[config.mk]
export PLATFORM = sky130hd
export DESIGN_NAME = mip_chain_offset
export DESIGN_NICKNAME = d
export VERILOG_FILES = /design/src/rtl/mip_chain_offset.sv
export SDC_FILE = /design/constraint.sdc
export NUM_CORES = 1
export LEC_CHECK = 0
export BUFFER_PORTS_ARGS = -buffer_cell sky130_fd_sc_hd__buf_2
export CORE_MARGIN = 2
export CORE_UTILIZATION = 56
export CTS_CLUSTER_SIZE = 24
export DETAILED_ROUTE_END_ITERATION = 7
export HOLD_SLACK_MARGIN = 0.15
export PLACE_DENSITY = 0.91
export SLEW_MARGIN = 20
export SYNTH_ARGS = -nofsm -noshare
export SYNTH_HDL_FRONTEND = slang
export SYNTH_SLANG_ARGS = --single-unit
[constraint.sdc]
create_clock -name clk -period 4.1 [get_ports clk]
set_input_delay 0.615 -clock clk [delete_from_list [all_inputs] [get_ports clk]]
set_output_delay 0.615 -clock clk [all_outputs]
set_load 0.1 [all_outputs]
[src/rtl/mip_chain_offset.sv]
module mip_chain_offset #(
  parameter int DW = 16,
  parameter int LW = 4
) (
  input  logic          clk,
  input  logic          rst_n,
  input  logic          start,
  input  logic          align_narrow,
  input  logic [DW-1:0] base_w,
  input  logic [DW-1:0] base_h,
  input  logic [LW-1:0] lod,
  input  logic [LW-1:0] lod_bias,
  input  logic [DW-1:0] coord_x,
  input  logic [DW-1:0] coord_y,
  output logic          busy,
  output logic          done,
  output logic [DW-1:0] off_x,
  output logic [DW-1:0] off_y,
  output logic [DW-1:0] out_x,
  output logic [DW-1:0] out_y,
  output logic [LW-1:0] out_lod
);
  localparam int EW = LW + 1;

  function automatic logic [DW-1:0] round_up(input logic [DW-1:0] v, input logic narrow);
    logic [DW-1:0] m;
    m = narrow ? DW'(3) : DW'(7);
    return (v + m) & ~m;
  endfunction

  logic [EW-1:0] eff_lvl;
  logic [EW-1:0] lvl_q;
  logic [DW-1:0] cur_h, acc_x, acc_y, cx_q, cy_q;
  logic          narrow_q, zero_q;
  logic          busy_q, done_q;

  assign eff_lvl = EW'(lod) + EW'(lod_bias);
  assign busy    = busy_q;
  assign done    = done_q;
  assign out_lod = '0;

  always_ff @(posedge clk) begin
    if (!rst_n) begin
      busy_q <= 1'b0; done_q <= 1'b0; lvl_q <= '0; cur_h <= '0;
      acc_x <= '0; acc_y <= '0; cx_q <= '0; cy_q <= '0;
      narrow_q <= 1'b0; zero_q <= 1'b0;
      off_x <= '0; off_y <= '0; out_x <= '0; out_y <= '0;
    end else begin
      done_q <= 1'b0;
      if (!busy_q) begin
        if (start) begin
          busy_q   <= 1'b1;
          lvl_q    <= eff_lvl;
          cur_h    <= base_h >> 2;
          acc_y    <= (eff_lvl != '0) ? round_up(base_h, align_narrow) : '0;
          acc_x    <= (eff_lvl >= EW'(2)) ? round_up(base_w >> 1, 1'b0) : '0;
          cx_q     <= coord_x;
          cy_q     <= coord_y;
          narrow_q <= align_narrow;
          zero_q   <= (eff_lvl == '0);
        end
      end else if (lvl_q <= EW'(2)) begin
        busy_q <= 1'b0;
        done_q <= 1'b1;
        off_x  <= acc_x;
        off_y  <= acc_y;
        out_x  <= cx_q + acc_x;
        out_y  <= cy_q + acc_y;
      end else begin
        acc_y <= acc_y + round_up(cur_h, narrow_q);
        cur_h <= cur_h >> 1;
        lvl_q <= lvl_q - EW'(1);
      end
    end
  end

  assert_done_single_R8: assert property (@(posedge clk) disable iff (!rst_n)
    done |=> !done);
  assert_done_idle_R8: assert property (@(posedge clk) disable iff (!rst_n)
    done |-> !busy);
  assert_level_zero_R2: assert property (@(posedge clk) disable iff (!rst_n)
    (done && zero_q) |-> (off_x == '0 && off_y == '0));
  assert_start_ignored_R9: assert property (@(posedge clk) disable iff (!rst_n)
    (busy && start) |=> ($stable(cx_q) && $stable(cy_q) && $stable(narrow_q)));
  assert_walk_step_R5: assert property (@(posedge clk) disable iff (!rst_n)
    (busy && lvl_q > EW'(2)) |=> (busy && lvl_q == $past(lvl_q) - EW'(1)));
  assert_x_level_low_R6: assert property (@(posedge clk) disable iff (!rst_n)
    (busy && lvl_q < EW'(2)) |-> acc_x == '0);
endmodule

## After elaboration in Yosys (flattened, before gate mapping)

Index checks and enable logic that the tools add are counted.
W data, S select, Z words.

- Reductions and logical operators: 6
- $add $sub $neg: 8
- Bitwise gates (word level): 5
- $lt $le $gt $ge: 2
- Muxes and demuxes: 17
- Equality and inequality tests: 1

Operator list:

| operator | count |
|---|---|
| $mux W16 | 8 |
| $add A16 B16 Y16 | 3 |
| $add A16 B3 Y16 | 2 |
| $and A16 B16 Y16 | 2 |
| $not A3 Y16 | 2 |
| $add A15 B3 Y16 const B | 1 |
| $mux W5 | 3 |
| $reduce_and A2 Y1 | 4 |
| $mux W3 | 2 |
| $add A4 B4 Y5 | 1 |
| $ge A5 B2 Y1 const B | 1 |
| $le A5 B2 Y1 const B | 1 |
| $reduce_bool A5 Y1 | 1 |
| $sub A5 B1 Y5 const B | 1 |
| $mux W1 | 4 |
| $ne A2 B2 Y1 const B | 1 |
| $reduce_bool A2 Y1 | 1 |
| $not A1 Y1 | 1 |

- Logic and storage cells: 52
- Register bits after elaboration: 152

## Longest topological paths before layout

- Depth in word-level cells: 6
- Mapped depth: 15

## Worst setup path before layout

No wires, ideal clock.

- Kind: reg-to-reg
- From: register narrow_q
- To: register acc_y[13]
- Data required time: 4.030 ns
- Arrival time: 3.075 ns
- Path slack: 0.955 ns
- Path buffers: 0
- Period minus slack after synthesis: 3.145 ns
- Cell stages (with the launch flop): 15
- Setup time: 0.070 ns
- Path through: dfxtp_1 > inv_1 > ha_1 > o21a_1 > o211a_1 > and3_1 > nand4_1 > nor2_1 > xor2_1 > ha_1 > nor2b_1 > o21a_1 > a311oi_1 > mux2_2 > a21oi_1

- Cells in the longest elaborated chain, start to end: 6

RTL lines:

| item | line | source |
|---|---|---|
| start: declaration | 34 | `logic narrow_q, zero_q;` |
| start signal: assignment | 59 | `narrow_q <= align_narrow;` |
| $mux W3 * | 27 | `m = narrow ? DW'(3) : DW'(7);` |
| $add A16 B3 Y16 / $not A3 Y16 (equally long branches) | 28 | `return (v + m) & ~m;` |
| $and A16 B16 Y16 * | 28 |  |
| $add A16 B16 Y16 * | 70 | `acc_y <= acc_y + round_up(cur_h, narrow_q);` |
| $mux W16 * | 62 | `end else if (lvl_q <= EW'(2)) begin` |
| $mux W16 * | 50 | `if (!busy_q) begin` |
| end signal: assignment | 55 | `acc_y <= (eff_lvl != '0) ? round_up(base_h, align_narrow) : '0;` |
| end signal: assignment | 70 |  |
| end: declaration | 33 | `logic [DW-1:0] cur_h, acc_x, acc_y, cx_q, cy_q;` |

Every way passes the cells marked *; elsewhere a longest branch is shown, timed or not. The select of a mux whose other input is x is not followed.
A chain may end at the register's enable or synchronous reset.

## Worst setup path in the final report

Same ends and word-level chain as after synthesis.

==> summary.md <==
| Metric | Value |
|---|---|
| Status | finished clean |
| Num CTS Buffers | 17 |
| Hold EP | cx_q[2] |
| PostCTS Resize Cnt | 0 |
| #FFs+latches synth | 140 |
| Die Wd | 120 um |
| Pwr/cell area | approximately 500 mW/mm^2 |
| Worst slew pin tran | approximately 1.0 ns |
| Final instance area | 0.00890 mm^2 |
| R2r setup slk | between 0.4 and 0.5 ns |
| Layout area overhead | 17.7% |
| Clock-pin slew on the worst setup and hold paths | 0.06 ns |
| Syn_area_per_cell | 8.01 um^2 |
| PortBufs | between 100 and 150 |
| Post-synthesis cell type count | 59 |
| Share of post-route cells with drive strength above 1 | 18.7% |
| Worst r2r path cells | 14 |
| H-tree depth | 4 |
| Max-cap violations | 0 |
| Highest-count cells in the layout ignoring fill and taps | 189 x nand2_1, 139 x dfxtp_1, 135 x buf_2, 106 x a21oi_1, 67 x nor2_1 |
| Worst r2r src | narrow_q |
| I/O pin total | approximately 150 |
| Crit end category | register |
| RSZ-0062 raised after global routing | no |
| Final #Nets | 1,186 |
| Layout Utilization | about two thirds |
| Crit-path cells | inv_1 -> ha_1 -> o21a_1 -> o211a_1 -> and3_1 -> nand4_1 -> nor2_1 -> nand2_1 -> xnor2_1 -> ha_1 -> and3_1 -> a311oi_1 -> mux2_2 -> a21oi_1 |
| Synth Instances | 945 |
| Pins Over Slew Limit | 0 |
| CP max stage delay | 0.48 ns |
| Tcrit/Tclk final | between 80 and 90% |
| Worst Skew | 0.0103 ns |
| Crit Path Max Fanout | 5 |
| Initial Util | 57.1% |
| First-pass GRT wire length | about 32,000 um |
| Post-synth EDFFs | 0 |
| Slew HR | 31.3% |
| Hold path start | coord_x[2] |
| DR vias | 7,194 |
| YS warnings | 0 |
| Worst path buffer plus inverter count | 1 |
| Clock period minus worst slack | approximately 3.6 ns |
| Core ar. | 0.0132 mm^2 |
| Setup violators final | 0 |
| Post-DP HPWL | 13,400 um |
| Drt first pass iters | 5 |
| Total gr overflow | 0 |
| Hold depth | 3 |
| Post-route ant nets | 0 |
| Row cnt | 42 |
| Final hold violations | 0 |
| # hold bufs at CTS | 0 |
| Arr. time, crit path | around 4.0 ns |
| Clock sinks | 140 |
| Multi-input logic area | 0.00444 mm^2 |
| CTS tree | built |
| Worst r2r dst | acc_y[13] |
| Hold crit path type | input port to register |
| Antenna diodes | 0 |
| Setup Buffers After CTS | 0 |
| Setup TNS | 0 ns |
| Initial DRC Count | 579 |
| Vias in the first global route | 6,665 |
| # fillers | 1,038 |
| Total die area | about 0.014 mm^2 |
| Seq/Total Area, Yosys | a little under two fifths |
| Worst path required time | 4.46 ns |
| Post-route DRC | 0 |
| Most used DFF post-synth | dfxtp_1 |
| FF+latch area | around 0.0028 mm^2 |
| Async set-reset flop share out of synthesis | 0% |
| Largest net degree at the start of global routing | 101 |
| Post-DP Area | around 0.0083 mm^2 |
| Crit-path leading delay family | simple AND/OR/NAND/NOR gates |
| Clk buf depth | 2 |
| Post-Route WL | 19,800 um |
| GP Congestion | 0.938 |
| Leak | 3.91 nW |
| Tot GR Track Use | 27.3% |
| Max VDD drop | 0.316 mV |
| Drt wl/cell | 15.9 um |
| Setup CP Type | register to register |
| Initial antenna violation count | 0 |
| Highest-delay cell along the critical path | a311oi_1 |
| Worst Setup Start Kind | register |
| Commonest non-fill, non-tap cell in the layout | nand2_1 |
| Root buffer cell | clkbuf_16 |
| Die height | roughly 120 um |
| FMAX | 278 MHz |
| Vias/cell | roughly 5.8 |
| Clk_lat worst skew | 0.43 ns |
| Synthesized cell area | 0.00757 mm^2 |
## per-layer routing
layer / vias to the layer above / share of wire [%] / GRT usage (%)
li1: 3473 / - / -
met1: 3369 / 43 / 34.5
met2: 302 / 48 / 46.5
met3: 50 / 7.2 / 4.58
met4: 0 / 2.6 / 10.8
met5: - / 0 / 0
## cell usage after synthesis (3+ instances only)
library cell	number	share of area, %
nor3_1	20	1.3
dfxtp_1	140	37
o311a_1	3	0.40
a21oi_1	106	7.0
a22oi_1	13	1.3
fa_1	3	0.79
o211ai_1	5	0.50
or3_1	3	0.25
mux2i_1	12	1.6
o21bai_1	3	0.30
buf_4	9	0.89
buf_2	5	0.33
ha_1	48	7.9
xor2_1	23	2.7
a221oi_2	6	1.2
a211oi_1	18	1.8
clkbuf_1	39	1.9
a31oi_1	7	0.58
o21a_1	11	1.1
nor2b_1	12	0.99
o31ai_1	5	0.50
nor2_1	68	3.4
nand2b_1	6	0.50
nand3_1	15	0.99
and2_1	7	0.58
o21ai_0	40	2.6
buf_1	3	0.15
and3_1	9	0.74
nand2_1	190	9.4
inv_1	31	1.5
a21o_1	8	0.79
xnor2_1	41	4.7
## layout make-up
class / count / area share [%]
clock buffers: 19 / 5.09
clock inverters: 13 / 1.46
inverters: 31 / 1.32
multi-input cells: 725 / 49.8
flip-flops and latches: 140 / 31.5
well taps: 176 / 2.47
repair buffers: 144 / 8.35
## sequential cells by signal (all words and copies together), names as in the netlist, 13 cells and up
signal	cells
acc_x	13
acc_y	14
cur_h	14
cx_q	16
cy_q	16
off_x	13
off_y	14
out_x	16
out_y	16
## tightest hold or removal path, stage by stage
cell and delay [ns]:
buf_2 0.09, nand2_1 0.04, a21oi_1 0.05
## kinds of logic (layout without fill, tap and decap cells)
group	after synthesis	count (layout)	synth area share, %
DFF	140	140	37.0
other	1	9	0.0496
and+or+nand+nor	341	341	19.5
buffers and inverters	88	207	4.99
muxes	14	14	1.88
adders and majority gates	51	51	8.73
xor gates and xnor gates	64	64	7.41
AOI/OAI and AO/OA	246	246	20.4
## power by group
| part | total (mW) | internal [mW] | switching [mW] |
|---|---|---|---|
| registers | 1.62 | 1.49 | 0.124 |
| logic | 1.37 | 0.417 | 0.949 |
| clock network | 1.51 | 0.879 | 0.629 |
## stage by stage
step | std cells | setup slack [ns] | power [mW] | hold WS, ns
CTS | 1248 | 0.508 | 4.48 | 0.419
global route | 1248 | 0.270 | 4.67 | 0.434
finish | 1248 | 0.497 | 4.49 | 0.427
floorplan | 953 | 0.955 | 2.68 | 0.432
detailed placement | 1216 | 0.571 | 2.96 | 0.443
global placement | 1216 | 0.675 | 2.92 | 0.437
## how the worst max path moves through the flow
stage	from	to	slack [ns]	cells past startpoint
floorplan	narrow_q	acc_y[13]	0.95	14
global placement	narrow_q	acc_y[13]	0.68	14
detailed placement	narrow_q	acc_y[13]	0.57	14
CTS	narrow_q	acc_y[13]	0.51	14
global route	narrow_q	acc_y[13]	0.27	14
finish	narrow_q	acc_y[13]	0.50	14
(Power assumes the default switching activity.)
